<file path="config.mk">
export PLATFORM = sky130hd
export DESIGN_NAME = index_ctl
export DESIGN_NICKNAME = d
export VERILOG_FILES = /design/src/rtl/index_ctl_pkg.sv /design/src/rtl/index_sync.sv /design/src/rtl/index_arm.sv /design/src/rtl/index_ctl.sv
export SDC_FILE = /design/constraint.sdc
export NUM_CORES = 1
export LEC_CHECK = 0
export ABC_CLOCK_PERIOD_IN_PS = 3110
export BUFFER_PORTS_ARGS = -buffer_cell sky130_fd_sc_hd__buf_2
export CAP_MARGIN = 10
export CORE_AREA = 2 2 39 41
export DETAILED_ROUTE_END_ITERATION = 16
export DIE_AREA = 0 0 41 43
export PLACE_DENSITY_LB_ADDON = 0.25
export SETUP_SLACK_MARGIN = 0.02
export SLEW_MARGIN = 10
export SYNTH_ARGS = -nofsm -noshare
export SYNTH_HDL_FRONTEND = slang
export SYNTH_SLANG_ARGS = --single-unit
</file>
<file path="constraint.sdc">
create_clock -name clk -period 3.11 [get_ports clk]
set_input_delay 0.1555 -clock clk [delete_from_list [all_inputs] [get_ports clk]]
set_output_delay 0.1555 -clock clk [all_outputs]
set_load 0.005 [all_outputs]
</file>
<file path="src/rtl/index_ctl_pkg.sv">
package index_ctl_pkg;

  typedef enum logic [1:0] {
    LD_LVL_CNT = 2'b00,
    LD_LVL_OL  = 2'b01,
    LD_IDX_CNT = 2'b10,
    LD_IDX_OL  = 2'b11
  } ld_mode_e;

  typedef enum logic [1:0] {
    RS_LVL  = 2'b00,
    RS_GATE = 2'b01,
    RS_IDX  = 2'b10,
    RS_NONE = 2'b11
  } rs_mode_e;

  // Index level test: active when the pin equals the programmed level.
  function automatic logic idx_is_active(input logic lvl, input logic hi_act);
    return lvl == hi_act;
  endfunction

  // Level-driven functions are fixed active-low.
  function automatic logic lvl_is_active(input logic lvl);
    return !lvl;
  endfunction

endpackage

</file>
<file path="src/rtl/index_sync.sv">
module index_sync #(
  parameter int   STAGES  = 2,
  parameter logic RST_VAL = 1'b1
) (
  input  logic clk,
  input  logic rst_n,
  input  logic d,
  output logic q
);
  logic [STAGES-1:0] sr;

  generate
    if (STAGES == 1) begin : g_one
      always_ff @(posedge clk or negedge rst_n)
        if (!rst_n) sr <= RST_VAL;
        else        sr <= d;
    end else begin : g_chain
      always_ff @(posedge clk or negedge rst_n)
        if (!rst_n) sr <= {STAGES{RST_VAL}};
        else        sr <= {sr[STAGES-2:0], d};
    end
  endgenerate

  assign q = sr[STAGES-1];
endmodule

</file>
<file path="src/rtl/index_arm.sv">
module index_arm
  import index_ctl_pkg::*;
(
  input  logic clk,
  input  logic rst_n,
  input  logic en,
  input  logic lvl,
  input  logic hi_act,
  input  logic qevt,
  output logic fire
);
  logic armed;
  logic idx_act;

  assign idx_act = idx_is_active(lvl, hi_act);
  assign fire    = en && qevt && armed && idx_act;

  always_ff @(posedge clk or negedge rst_n)
    if (!rst_n)        armed <= 1'b1;
    else if (!idx_act) armed <= 1'b1;
    else if (fire)     armed <= 1'b0;

  AST_ONE_SHOT: assert property (@(posedge clk) disable iff (!rst_n)
    fire |=> !fire);

  AST_REARM_AFTER_IDLE: assert property (@(posedge clk) disable iff (!rst_n)
    !idx_act |=> armed);
endmodule

</file>
<file path="src/rtl/index_ctl.sv">
module index_ctl
  import index_ctl_pkg::*;
#(
  parameter int SYNC_STAGES = 2
) (
  input  logic       clk,
  input  logic       rst_n,
  input  logic       ld_pin,
  input  logic       rs_pin,
  input  logic [1:0] cfg_ld_mode,
  input  logic [1:0] cfg_rs_mode,
  input  logic       cfg_idx_pol,
  input  logic       cfg_quad,
  input  logic       qevt,
  output logic       cnt_load,
  output logic       ol_load,
  output logic       cnt_reset,
  output logic       cnt_en
);
  ld_mode_e ld_mode;
  rs_mode_e rs_mode;
  logic s_ld, s_rs;
  logic ld_idx_en, rs_idx_en;
  logic ld_fire, rs_fire;
  logic req_cnt_load, req_ol_load, req_reset, en_nxt;

  assign ld_mode = ld_mode_e'(cfg_ld_mode);
  assign rs_mode = rs_mode_e'(cfg_rs_mode);

  index_sync #(.STAGES(SYNC_STAGES), .RST_VAL(1'b1)) u_sync_ld (
    .clk(clk), .rst_n(rst_n), .d(ld_pin), .q(s_ld));
  index_sync #(.STAGES(SYNC_STAGES), .RST_VAL(1'b1)) u_sync_rs (
    .clk(clk), .rst_n(rst_n), .d(rs_pin), .q(s_rs));

  // Index-tied functions only exist in quadrature mode.
  assign ld_idx_en = cfg_quad && ((ld_mode == LD_IDX_CNT) || (ld_mode == LD_IDX_OL));
  assign rs_idx_en = cfg_quad && (rs_mode == RS_IDX);

  index_arm u_arm_ld (
    .clk(clk), .rst_n(rst_n), .en(ld_idx_en), .lvl(s_ld),
    .hi_act(cfg_idx_pol), .qevt(qevt), .fire(ld_fire));
  index_arm u_arm_rs (
    .clk(clk), .rst_n(rst_n), .en(rs_idx_en), .lvl(s_rs),
    .hi_act(cfg_idx_pol), .qevt(qevt), .fire(rs_fire));

  always_comb begin
    req_cnt_load = ((ld_mode == LD_LVL_CNT) && lvl_is_active(s_ld)) ||
                   ((ld_mode == LD_IDX_CNT) && ld_fire);
    req_ol_load  = ((ld_mode == LD_LVL_OL)  && lvl_is_active(s_ld)) ||
                   ((ld_mode == LD_IDX_OL)  && ld_fire);
    req_reset    = ((rs_mode == RS_LVL) && lvl_is_active(s_rs)) || rs_fire;
    en_nxt       = (rs_mode == RS_GATE) ? s_rs : 1'b1;
  end

  always_ff @(posedge clk or negedge rst_n)
    if (!rst_n) begin
      cnt_load  <= 1'b0;
      ol_load   <= 1'b0;
      cnt_reset <= 1'b0;
      cnt_en    <= 1'b0;
    end else begin
      cnt_reset <= req_reset;
      cnt_load  <= req_cnt_load && !req_reset;
      ol_load   <= req_ol_load;
      cnt_en    <= en_nxt;
    end

  AST_RESET_BEATS_LOAD: assert property (@(posedge clk) disable iff (!rst_n)
    cnt_reset |-> !cnt_load);

  AST_NONQUAD_SILENT: assert property (@(posedge clk) disable iff (!rst_n)
    (!cfg_quad && cfg_ld_mode[1]) |=> !(cnt_load || ol_load));

  AST_GATE_CLOSED: assert property (@(posedge clk) disable iff (!rst_n)
    (rs_mode == RS_GATE && !s_rs) |=> !cnt_en);

  AST_IDX_RESET_NEEDS_EVENT: assert property (@(posedge clk) disable iff (!rst_n)
    (cnt_reset && $past(cfg_rs_mode) == 2'b10) |-> $past(qevt));

  AST_NONE_MODE_QUIET: assert property (@(posedge clk) disable iff (!rst_n)
    (rs_mode == RS_NONE) |=> (!cnt_reset && cnt_en));
endmodule

</file>
==> impl_results.md <==
* Status: completed
* Crit Path Max Fanout at 3
* Clock skew at 0.000622 ns
* Cts repair resizes at 0
* Wl on met1 at 292 µm
* Maximum VDD drop at 289 µV
* Layout cell share with drive strength beyond 1 at 54.0%
* Top routing layer in use: met3
* Comb pwr share at 9.5%
* Period utilization at 34.6%
* Via count at 282
* DR vias/cell at 4.27
* Nets@finish at 62
* Cell count after synthesis at 29
* Max H-tree Level at 1
* Clk sink count at 10
* Gr ovfl total at 0
* Slew Limit Fails at 0
* Pin count of the biggest net entering global routing at 11
* Hold Vio Cnt, Final at 0
* Critical path class: reg2reg
* Drt pass-1 iters at 1
* Pwr dens at 538 nW/µm²
* Post-DP HPWL at 501 µm
* Final WL at 663 µm
* Number of global-route vias before repair at 258
* Initial Utilization at 26.9%
* Post-synthesis average cell area at 12.9 µm²
* Peak Freq at 0.930 GHz
* Seq/Total Area, Yosys at 69.1%
* Syn Std Cell Area at 373 µm²
* Yosys cell types at 17
* Pleak at 0.000259 µW
* Metal3 WL at 59 µm
* Fin util at 38.2%
* Die width at 41 µm
* # fillers at 146
* Num CTS Buffers at 3
* #FFs+latches synth at 10
* Crit path DAT at 1.26 ns
* Post-Place Cells at 59
* Yosys warnings at 0
* PortBufs at 14
* Power Total at 285 µW
* Max clock buf depth at 2
* Endpoint class of the critical path: register
* Gr usage total at 9.38%
* Internal power at 225 µW
* Placer congestion estimate at 0.616
* Commonest non-fill, non-tap cell in the layout: buf_2
* Iter 0 DRT Violations at 0
* Hold WS at 0.0587 ns
* Die Y-Extent at 43 µm
* First-pass GRT wire length at 1.00 mm
* Most frequent cells in the layout: buf_2 (14), dfstp_2 (6), dfrtp_1 (4)
* Final worst path period need at 1.07 ns
* Met2 WL post-DR at 310 µm
* Later-pin clock latency in the skew report at 0.26 ns
* Area Growth Syn to Fin at 41.9%
* Net Sw Power at 59.1 µW
* IO Pins at 15
* Net Count, Synth at 40
* Drt wl/cell at 10.0 µm
* Worst setup SP type: register
* Worst Path Required at 3.29 ns
* Net switching fraction of the power at 20.8%
* Max-cap violations at 0
* Clk slew on worst S/H paths at 0.07 ns
* Setup TNS at 0 ns
* Setup Fix Bufs, Post-CTS at 0
* Final Setup Violations at 0
* Seq. cell area at 258 µm²
* HP Class: in2reg
* Post-DRT Antenna Nets at 0
* ANT cells at 0
* Core area at 1380 µm²
* Row count at 14
* CTS tree: done
* Root Driver: clkbuf_4
* RSZ-0062 raised after global routing: false
* Flop pwr share at 50.1%
* Initial antenna violation count at 0
* Non-filler cells, final at 66
* Max_slew headroom at 84.0%
* Residual DRC at 0
* Slew @ Worst Pin at 0.240 ns
* Die ar. at 1760 µm²
* Footprint of the multi-input gates at 111 µm²
* Clock Power Share at 40.4%
## worst max-delay path, stage by stage, from the launching register on
cell     delay, ns
dfstp_2       0.55
xnor2_1       0.08
a31o_2        0.27
nor3_2        0.10
## area by class of cell
type | instances | share of cell area, %
multi-input combinational | 18 | 21.0
inverter | 1 | 0.709
sequential | 10 | 48.7
clock buffer | 4 | 6.86
timing repair buffer | 17 | 18.9
tap | 16 | 3.78
## layer usage
layer / vias up / GRT usage (%)
met3: 0 / 5.24
met4: 0 / 8.00
met1: 130 / 11.8
met5: - / 0
met2: 12 / 10.9
li1: 140 / -
## synth_stat cells
| cell | n | share of area (%) |
|---|---|---|
| and3_2 | 1 | 2.0 |
| dfrtp_1 | 4 | 27 |
| nor3_1 | 1 | 1.3 |
| and3_1 | 1 | 1.7 |
| dfstp_2 | 6 | 42 |
| nor2b_1 | 1 | 1.7 |
| xnor2_1 | 2 | 4.7 |
| a21oi_1 | 1 | 1.3 |
| nand3_1 | 1 | 1.3 |
| inv_1 | 1 | 1.0 |
| and4b_1 | 1 | 2.7 |
| a31o_2 | 1 | 2.3 |
| o22ai_1 | 1 | 1.7 |
| nor3_2 | 1 | 2.7 |
| nor2_1 | 2 | 2.0 |
| nand2_1 | 3 | 3.0 |
| o21ai_0 | 1 | 1.3 |
## worst paths after layout
path                                                 from                         to  slack (ns)  cells after the start
worst max-delay path            u_sync_rs.sr[1]$_DFF_PN1_         cnt_load$_DFF_PN0_        2.04                      3
worst min-delay path                       cfg_ld_mode[0]         cnt_load$_DFF_PN0_        0.06                      2
worst max register to register  u_sync_rs.sr[1]$_DFF_PN1_         cnt_load$_DFF_PN0_        2.04                      3
worst min register to register  u_sync_ld.sr[0]$_DFF_PN1_  u_sync_ld.sr[1]$_DFF_PN1_        0.36                      0
max in group asynchronous                           rst_n  u_sync_ld.sr[1]$_DFF_PN1_        2.58                      2
min in group asynchronous                           rst_n        cnt_reset$_DFF_PN0_        0.27                      2
## timing repair
item / CTS / global route
endpoints found under the hold margin: 12 / 0
endpoints found under the setup margin: 0 / 0
hold buffers: 3 / 0
## kinds of logic (layout without fill, tap and decap cells)
| family | count (synthesis) | after routing | share of synthesized area [%] |
|---|---|---|---|
| xor gates and xnor gates | 2 | 2 | 4.70 |
| buffers and inverters | 1 | 22 | 1.01 |
| and+or+nand+nor | 12 | 12 | 18.5 |
| DFF | 10 | 10 | 69.1 |
| AOI/OAI and AO/OA | 4 | 4 | 6.71 |
## power groups by stage
stage	Combinational [µW]	Clock (µW)	Sequential, µW
floorplan	9.69	0	145
global placement	24.6	0	145
detailed placement	24.7	0	145
CTS	27.6	122	143
global route	30.3	127	143
finish	27.1	115	143
## metrics by stage
stage,setup WS [ns],instance area (µm²)
after floorplan,2.11,373
after global placement,2.04,463
after detailed placement,2.05,463
after CTS,2.01,529
after global routing,1.99,529
final,2.04,529
## registers in the layout, summed over array words and instances, names as in the netlist
signal          count
ol_load             1
cnt_reset           1
cnt_en              1
u_sync_rs.sr        2
cnt_load            1
u_sync_ld.sr        2
u_arm_ld.armed      1
u_arm_rs.armed      1
Power figures use the tool's default switching activity.
